==> src/rtl/gbn_tx_pkg.sv <==
// Shared sequence-number type for the Go-Back-N sender.
// Assumes 3-bit sequence numbers, which must exceed the window size.
package gbn_tx_pkg;
    localparam int SEQ_W = 3;
    typedef logic [SEQ_W-1:0] seq_t;

    // Modular distance from b forward to a
    function automatic seq_t seq_dist(input seq_t a, input seq_t b);
        return seq_t'(a - b);
    endfunction
endpackage

==> src/rtl/gbn_tx_buf.sv <==
// Packet store indexed by the low bits of the sequence number.
// Assumes DEPTH is a power of two and that a write never targets a slot
// that is still waiting to be sent or acknowledged.
module gbn_tx_buf #(
    parameter int DEPTH  = 4,
    parameter int DATA_W = 8,
    localparam int AW    = $clog2(DEPTH)
) (
    input  logic              clk,
    input  logic              wr_en,
    input  logic [AW-1:0]     wr_addr,
    input  logic [DATA_W-1:0] wr_data,
    input  logic [AW-1:0]     rd_addr,
    output logic [DATA_W-1:0] rd_data
);
    logic [DATA_W-1:0] slot [DEPTH];

    // Store an accepted packet
    always_ff @(posedge clk) begin
        if (wr_en) slot[wr_addr] <= wr_data;
    end

    // Present the slot chosen by the send pointer
    assign rd_data = slot[rd_addr];
endmodule

==> src/rtl/gbn_tx_timer.sv <==
// Loss timer: counts cycles while packets are outstanding and raises
// expire after TIMEOUT cycles without a restart.
// Assumes TIMEOUT >= 2.
module gbn_tx_timer #(
    parameter int TIMEOUT = 64,
    localparam int TW     = $clog2(TIMEOUT) + 1
) (
    input  logic clk,
    input  logic rst_n,
    input  logic busy,
    input  logic restart,
    output logic expire
);
    logic [TW-1:0] tick;

    assign expire = busy && (tick == TW'(TIMEOUT - 1));

    // Count while busy; clear on restart, expiry or idle
    always_ff @(posedge clk) begin
        if (!rst_n || restart || !busy || expire) tick <= '0;
        else                                      tick <= tick + 1'b1;
    end
endmodule

==> src/rtl/gbn_tx_window.sv <==
// Window pointers of the sender: oldest unacknowledged (base), next to
// send (send_ptr), one past the highest ever sent (sent_hi) and next free
// number (next_new). Applies acknowledgements and rewinds on loss.
// Assumes WIN < 2**SEQ_W.
module gbn_tx_window
    import gbn_tx_pkg::*;
#(
    parameter int WIN = 4
) (
    input  logic clk,
    input  logic rst_n,
    input  logic in_fire,
    input  logic out_fire,
    input  logic ack_valid,
    input  seq_t ack_seq,
    input  logic ack_neg,
    input  logic expire,
    output seq_t next_new,
    output seq_t send_ptr,
    output logic in_ready,
    output logic out_valid,
    output logic busy,
    output logic restart
);
    seq_t base, sent_hi;
    seq_t held, hi_off, sp_off, ack_off;
    seq_t base_n, sp_n, hi_n;
    logic ack_ok;
    logic [SEQ_W:0] sp_adv, ack_end;

    // Offsets measured from the window base
    always_comb begin
        held    = seq_dist(next_new, base);
        hi_off  = seq_dist(sent_hi, base);
        sp_off  = seq_dist(send_ptr, base);
        ack_off = seq_dist(ack_seq, base);
    end

    assign ack_ok    = ack_valid && (ack_off < hi_off);
    assign in_ready  = (int'(held) < WIN);
    assign out_valid = (send_ptr != next_new);
    assign busy      = (base != sent_hi);
    assign restart   = ack_ok || expire;
    assign sp_adv    = {1'b0, sp_off} + (SEQ_W+1)'(out_fire);
    assign ack_end   = {1'b0, ack_off} + 1'b1;

    // Next pointer values after send, acknowledgement and loss
    always_comb begin
        base_n = ack_ok ? seq_t'(ack_seq + 1'b1) : base;
        sp_n   = seq_t'(send_ptr + out_fire);
        if (ack_ok && (ack_neg || ack_end > sp_adv)) sp_n = seq_t'(ack_seq + 1'b1);
        if (expire) sp_n = base_n;
        hi_n = (out_fire && send_ptr == sent_hi) ? seq_t'(sent_hi + 1'b1) : sent_hi;
    end

    // Pointer registers
    always_ff @(posedge clk) begin
        if (!rst_n) begin
            base     <= '0;
            sent_hi  <= '0;
            send_ptr <= '0;
            next_new <= '0;
        end else begin
            base     <= base_n;
            sent_hi  <= hi_n;
            send_ptr <= sp_n;
            next_new <= seq_t'(next_new + in_fire);
        end
    end


    win_limit_chk: assert property (@(posedge clk) disable iff (!rst_n)
        int'(seq_dist(sent_hi, base)) <= WIN);

    hi_step_chk: assert property (@(posedge clk) disable iff (!rst_n)
        sent_hi == $past(sent_hi) || sent_hi == seq_t'($past(sent_hi) + 1'b1));

    base_move_chk: assert property (@(posedge clk) disable iff (!rst_n)
        ack_ok |=> base == seq_t'($past(ack_seq) + 1'b1));

    neg_rewind_chk: assert property (@(posedge clk) disable iff (!rst_n)
        ack_ok && ack_neg && !expire |=> send_ptr == seq_t'($past(ack_seq) + 1'b1));

    idle_quiet_chk: assert property (@(posedge clk) disable iff (!rst_n)
        expire |-> sent_hi != base);
endmodule

==> src/rtl/gbn_tx_ctrl.sv <==
// Go-Back-N transmit controller: buffers up to WIN packets, sends each
// once, and resends from the oldest unacknowledged packet after a
// negative acknowledgement or a timeout.
// Assumes WIN is a power of two below 8 and TIMEOUT >= 2.
module gbn_tx_ctrl
    import gbn_tx_pkg::*;
#(
    parameter int DATA_W  = 8,
    parameter int WIN     = 4,
    parameter int TIMEOUT = 64,
    localparam int AW     = $clog2(WIN)
) (
    input  logic              clk,
    input  logic              rst_n,
    input  logic              in_valid,
    input  logic [DATA_W-1:0] in_data,
    output logic              in_ready,
    output logic              out_valid,
    output logic [DATA_W-1:0] out_data,
    output logic [2:0]        out_seq,
    input  logic              out_ready,
    input  logic              ack_valid,
    input  logic [2:0]        ack_seq,
    input  logic              ack_neg
);
    seq_t next_new, send_ptr;
    logic busy, restart, expire;
    logic in_fire, out_fire;

    assign in_fire  = in_valid && in_ready;
    assign out_fire = out_valid && out_ready;
    assign out_seq  = send_ptr;

    gbn_tx_window #(.WIN(WIN)) u_win (
        .clk(clk), .rst_n(rst_n), .in_fire(in_fire), .out_fire(out_fire),
        .ack_valid(ack_valid), .ack_seq(ack_seq), .ack_neg(ack_neg),
        .expire(expire), .next_new(next_new), .send_ptr(send_ptr),
        .in_ready(in_ready), .out_valid(out_valid), .busy(busy),
        .restart(restart)
    );

    gbn_tx_timer #(.TIMEOUT(TIMEOUT)) u_tmr (
        .clk(clk), .rst_n(rst_n), .busy(busy), .restart(restart),
        .expire(expire)
    );

    gbn_tx_buf #(.DEPTH(WIN), .DATA_W(DATA_W)) u_buf (
        .clk(clk), .wr_en(in_fire), .wr_addr(next_new[AW-1:0]),
        .wr_data(in_data), .rd_addr(send_ptr[AW-1:0]), .rd_data(out_data)
    );


    stall_hold_chk: assert property (@(posedge clk) disable iff (!rst_n)
        out_valid && !out_ready && !ack_valid && !expire |=>
        out_valid && $stable(out_seq) && $stable(out_data));
endmodule

==> config.mk <==
export PLATFORM = sky130hd
export DESIGN_NAME = gbn_tx_ctrl
export DESIGN_NICKNAME = d
export VERILOG_FILES = /design/src/rtl/gbn_tx_pkg.sv /design/src/rtl/gbn_tx_buf.sv /design/src/rtl/gbn_tx_timer.sv /design/src/rtl/gbn_tx_window.sv /design/src/rtl/gbn_tx_ctrl.sv
export SDC_FILE = /design/constraint.sdc
export NUM_CORES = 1
export LEC_CHECK = 0
export ABC_CLOCK_PERIOD_IN_PS = 2900
export BUFFER_PORTS_ARGS = -buffer_cell sky130_fd_sc_hd__buf_4
export CORE_MARGIN = 5
export CORE_UTILIZATION = 50
export CTS_CLUSTER_DIAMETER = 40
export DETAILED_ROUTE_END_ITERATION = 6
export PLACE_DENSITY = 0.79
export RECOVER_POWER = 25
export SLEW_MARGIN = 20
export SYNTH_ARGS = -nofsm -noshare
export SYNTH_HDL_FRONTEND = slang
export SYNTH_SLANG_ARGS = --single-unit
==> constraint.sdc <==
create_clock -name clk -period 2.9 [get_ports clk]
set_input_delay 0.29 -clock clk [delete_from_list [all_inputs] [get_ports clk]]
set_output_delay 0.29 -clock clk [all_outputs]
set_load 0.02 [all_outputs]
Word-level counts from Yosys, hierarchy flattened

Memory sizes are Yosys's and may differ from the RTL's. A register that Yosys moved wholly into a read port is not among the register bits.
Cells that the tools add are included.

Order comparisons: 3
Add/sub/neg operators: 11
Reductions and logical operators: 13
Equal/unequal tests: 4
Multiplexer cells: 6

Operator list:

| cell                  | number |
|---|---|
| $sub A3 B3 Y3         | 4 |
| $mux W3               | 3 |
| $add A7 B1 Y7 const B | 1 |
| $eq A7 B6 Y1 const B  | 1 |
| $add A3 B1 Y3         | 2 |
| $add A3 B1 Y3 const B | 2 |
| $logic_and A1 B1 Y1   | 6 |
| $ne A3 B3 Y1          | 2 |
| $logic_or A1 B1 Y1    | 5 |
| $add A3 B1 Y4         | 1 |
| $add A3 B1 Y4 const B | 1 |
| $gt A4 B4 Y1          | 1 |
| $eq A3 B3 Y1          | 1 |
| $lt A3 B3 Y1          | 1 |
| $lt A3 B3 Y1 const B  | 1 |
| $logic_not A1 Y1      | 2 |
| $mux W1               | 2 |
| $mux W2               | 1 |

Word-level logic and storage cells: 43
Memories: 1
Register bits: 19
Memory bits (writable): 32
Bits of input ports: 17

Memories:

| name       | words | bits a word | read ports | clocked after Yosys merged registers in | write ports | line             | source |
|---|---|---|---|---|---|---|---|
| u_buf.slot | 4     | 8           | 1          | 1                                       | 1           | gbn_tx_buf.sv:16 | `logic [DATA_W-1:0] slot [DEPTH];` |

Depth between registers and ports, before layout

Depth in word-level cells: 9
Gate-level depth with buffers: 13

By module

A second synthesis with hierarchy kept.

Cells, all modules: 193
Area total of the unflattened synthesis: 2588.7 um^2

By module, submodules not included:

| module        | cells each | times used | area an instance (um^2) |
|---|---|---|---|
| gbn_tx_buf    | 46         | 1          | 1188.6 |
| gbn_tx_window | 115        | 1          | 1099.8 |
| gbn_tx_timer  | 30         | 1          | 287.8 |
| gbn_tx_ctrl   | 2          | 1          | 12.5 |

Least setup slack after synthesis

No wires, ideal clock.

Path kind: reg2reg
Start: reg u_win.send_ptr[1]
End: reg u_win.send_ptr[2]
Setup time: 0.122 ns
Slack: -0.229 ns
Arrival: 3.006 ns
Path buffers: 1
Stages on the path, launching flop included: 13
Path through: dfxtp_1 -> buf_4 -> xnor2_1 -> nand3_1 -> and2_1 -> ha_1 -> ha_1 -> xnor2_1 -> ha_1 -> and4b_1 -> a221oi_4 -> mux2i_1 -> a22oi_2

Word-level cells in the longest chain between the ends: 8
Elaborated cells on any way between the ends: 10
Classes of those cells: 3 x add/sub; 1 x order compare; 1 x eq/ne; 2 x mux; 3 x reduce/logical

Ends and longest elaborated chain:

| what                    | line                | source |
|---|---|---|
| start, declared         | gbn_tx_window.sv:19 | `output seq_t send_ptr,` |
| start signal, assigned  | gbn_tx_window.sv:66 | `send_ptr <= sp_n;` |
| $ne A3 B3 Y1 (*)        | gbn_tx_window.sv:41 | `assign out_valid = (send_ptr != next_new);` |
| via out_valid           | gbn_tx_ctrl.sv:18   | `output logic out_valid,` |
| $logic_and A1 B1 Y1 (*) | gbn_tx_ctrl.sv:31   | `assign out_fire = out_valid && out_ready;` |
| $add A3 B1 Y4           | gbn_tx_window.sv:44 | `assign sp_adv = {1'b0, sp_off} + (SEQ_W+1)'(out_fire);` |
| $gt A4 B4 Y1            | gbn_tx_window.sv:51 | `if (ack_ok && (ack_neg \|\| ack_end > sp_adv)) sp_n = seq_t'(ack_seq + 1'b1);` |
| $logic_or A1 B1 Y1      | gbn_tx_window.sv:51 |  |
| $logic_and A1 B1 Y1     | gbn_tx_window.sv:51 |  |
| $mux W3 (*)             | gbn_tx_window.sv:51 |  |
| $mux W3 (*)             | gbn_tx_window.sv:52 | `if (expire) sp_n = base_n;` |

Mark *: on every way through the listed nets, which the timed path passes. The rest lies on a longest branch.
A chain may end at the register's enable or synchronous reset.

Final worst setup path

Start: reg u_win.send_ptr[0]
End: reg u_win.send_ptr[2]

Word-level cells in the longest chain between the ends: 8
Elaborated cells on any way between the ends: 10
Classes of those cells: 3 x add/sub; 1 x order compare; 1 x eq/ne; 2 x mux; 3 x reduce/logical

Ends and longest elaborated chain:

| what                                                                  | line |
|---|---|
| parallel branches: the longest is 6 deep, another holds $add A3 B1 Y4 | -- |
| $mux W3 (*)                                                           | gbn_tx_window.sv:51 |
| $mux W3 (*)                                                           | gbn_tx_window.sv:52 |

Mark *: on every way between the ends.

==> results.tsv <==
stage	metric	value	unit
status	status	finished clean	
logic_synthesis	synth.most_common_cell	edfxtp_1	
global_route	grt_use_met2	26.1	%
finish	fillCellCount	426	
power_and_ir_drop	power.density	1110	mW/mm^2
logic_synthesis	ys.flop_type	edfxtp_1	
logic_synthesis	netlist_area	0.00258	mm^2
finish	fin_util	61.5	%
sta	hold_viol_final	0	
logic_synthesis	syn_nets	234	
finish	instances_no_fill	310	
sta	relSlewSlack	68.4	%
critical_path	worst-path-max-fanout	5	
power_and_ir_drop	total_power	3.46	mW
global_route	grt_pass1_wl	7780	um
cts	clockRootBuffer	clkbuf_8	
cts	cts_buffer_depth	2	
route	final_antenna_net_count	0	
die	coreArea	0.00507	mm^2
global_route	grt_max_degree	18	
min_path	hold_class	input pin to flop	
sta	finalCriticalPeriod	2.84	ns
cts	cts_setup_buffers	0	
logic_synthesis	ys_ff_latch	51	
logic_synthesis	synthCells	192	
finish	drive_gt1_share	30.0	%
logic_synthesis	synth_edf_count	32	
cts	worst_skew_pair.late_latency	0.30	ns
die	pin_count	30	
placement	dpl.cell_count	303	
logic_synthesis	synth-async-reset-ratio	0	%
placement	routabilityCongestion	0.851	
sta	fmax	352	MHz
global_route	busiest_layer	met2	
placement	hpwl	3510	um
critical_path	slowest_stage	dfxtp_4	
logic_synthesis	netlist_top_cells_area	edfxtp_1, dfxtp_1, ha_1, mux4_2, xnor2_1	
sta	max_slew.worst_pin.slew	0.474	ns
route	wire_per_inst	15.2	um
die	start_util	50.9	%
critical_path	ff2ff_path_depth	12	
critical_path	cp.required	3.09	ns
min_path	hold_end	u_buf.slot[2][0]$_DFFE_PP_	
critical_path	critPathMaxStageDelay	0.39	ns
logic_synthesis	synth.yosys.seq_area_share	51.9	%
route	drt_iter0_markers	90	
global_route	gr-total-overflow	0	
job	drv_cap	0	
cts	cts_htree_levels	2	
route	firstDrtPassIters	4	
min_path	holdCritStartpoint	in_data[0]	
critical_path	crit_path_cell_trace	inv_4 -> ha_4 -> inv_2 -> fa_2 -> xor2_1 -> xnor2_1 -> nand3_1 -> ha_4 -> and4b_1 -> a221oi_4 -> mux2i_1 -> a22oi_2	
die	fp-row-count	26	
sta	timing.final.crit_share	97.9	%
critical_path	cp.arrival	3.03	ns
logic_synthesis	synth_common_cells	edfxtp_1, ha_1, dfxtp_1, inv_1	
logic_synthesis	synth.distinct_cells	38	
critical_path	crit_type	flop to flop	
cts	cts.sinks	51	
logic_synthesis	synth_top_cell_by_area	edfxtp_1	
power_and_ir_drop	ir_drop	801	uV
cts	clk_pin_slew_worst_paths	0.09	ns
route	drc	0	
global_route	grt_antenna_before_repair	0	
sta	slew_violations	0	
die	die_y	81.9	um
critical_path	crit_path_end_kind	flop	
logic_synthesis	yosysWarnings	0	
sta	clock_skew	0.00684	ns
critical_path	worstSetupStartpointType	flop	
placement	io_buffers	29	
critical_path	r2r-end	u_win.send_ptr[2]$_SDFF_PN0_	
global_route	use_met3	3.40	%
route	totalWireLength	4720	um
route	post_drt_via_cell_ratio	5.12	
critical_path	critPathMostFrequentCell	ha_4	
finish	diodes	0	
sta	final-setup-viol-count	0	
route	vias	1588	
sta	rsz0062_at_grt	true	
cts	numCtsBuffers	5	
min_path	hold_depth	1	
finish	area_delta_synth_final	20.9	%
logic_synthesis	synth.top_cell.area_share	37.2	%
cts	cts_tree	built	
global_route	grt_pass1_vias	1607	
die	fp.dieArea	0.00670	mm^2
critical_path	r2r_slack	0.06	ns
die	die_w	81.9	um
logic_synthesis	syn_area_per_cell	13.5	um^2
global_route	met1_usage	20.3	%
global_route	track_usage	15.9	%
critical_path	r2r-start	u_win.send_ptr[0]$_SDFF_PN0_	
power_and_ir_drop	power.leakage	1.29	nW
finish	nets	281	
## placed cells by master (no fill, tap or decap), types with 3 or more instances in the layout
master / n
and3_1: 3
nand2b_1: 4
buf_4: 38
clkbuf_1: 6
ha_1: 20
edfxtp_1: 32
clkbuf_8: 5
nor2_1: 6
mux2i_1: 6
dfxtp_1: 15
xor2_1: 12
inv_1: 13
nand3_1: 5
and2_1: 5
nand2_1: 9
xnor2_1: 11
mux4_2: 8
## metal layers
metal | vias to the layer above | part of all wire, %
met5 | - | 0
met4 | 0 | 1.3
met3 | 5 | 2.4
met2 | 25 | 52
met1 | 780 | 44
li1 | 778 | -
## registers in the layout, summed over array words and instances (netlist names)
signal and flops:
u_win.next_new 3, u_win.base 3, u_buf.slot 32, u_win.sent_hi 3
u_win.send_ptr 3, u_tmr.tick 7
## worst max path at each step
stage	cells past startpoint	startpoint	endpoint	slack (ns)
final	12	u_win.send_ptr[0]$_SDFF_PN0_	u_win.send_ptr[2]$_SDFF_PN0_	0.06
after global routing	12	u_win.send_ptr[0]$_SDFF_PN0_	u_win.send_ptr[2]$_SDFF_PN0_	-0.09
after CTS	12	u_win.send_ptr[0]$_SDFF_PN0_	u_win.send_ptr[2]$_SDFF_PN0_	0.007
after detailed placement	12	ack_seq[0]	u_win.send_ptr[2]$_SDFF_PN0_	-0.01
after global placement	12	ack_seq[0]	u_win.send_ptr[2]$_SDFF_PN0_	0.07
after floorplan	12	u_win.send_ptr[0]$_SDFF_PN0_	u_win.send_ptr[2]$_SDFF_PN0_	0.03
## timing repair
item	CTS	global route
hold buffers	0	0
resized for setup	0	11
setup endpoints to repair	0	3
## area by class of cell
type / count / area, um^2 / area share [%]
sequential: 51 / 1350 / 43.3
clock buffer: 5 / 68.8 / 2.20
tap: 70 / 87.6 / 2.80
inverter: 16 / 62.6 / 2.00
clock inverter: 3 / 46.3 / 1.48
multi-input combinational: 121 / 1200 / 38.4
timing repair buffer: 44 / 308 / 9.86
## where the power goes
part	internal, mW	switching, mW
sequential	0.932	0.0845
combinational	0.946	1.00
clock	0.260	0.237
total	2.14	1.33
## logic make-up (layout without fill, tap and decap cells)
family / after synthesis / count (layout) / share of synthesized area, %
AOI/OAI and AO/OA: 13 / 13 / 4.55
xor gates and xnor gates: 24 / 24 / 8.14
adders and majority gates: 25 / 25 / 13.0
buffers and inverters: 20 / 68 / 3.39
DFF: 51 / 51 / 51.9
muxes: 14 / 14 / 9.30
and+or+nand+nor: 45 / 45 / 9.69
## worst max-delay path, delay by kind of cell (launching register included)
family          cells  cell delay, ns
mux                 1            0.27
buf+inv             2            0.09
compound gates      2            0.46
simple gates        2            0.39
flops               1            0.39
fa+ha+maj           3            0.74
xor+xnor            2            0.39
## stage by stage
stage                TNS, ns  setup WS (ns)  hold slack [ns]  instance area [um^2]
floorplan                  0         0.0258            0.389                  2600
global placement           0         0.0721            0.423                  2990
detailed placement  -0.00984       -0.00984            0.436                  2990
CTS                        0        0.00699            0.170                  3110
global route          -0.191        -0.0928            0.168                  3120
finish                     0         0.0596            0.184                  3120
No activity file was read; power rests on OpenSTA's default activity.
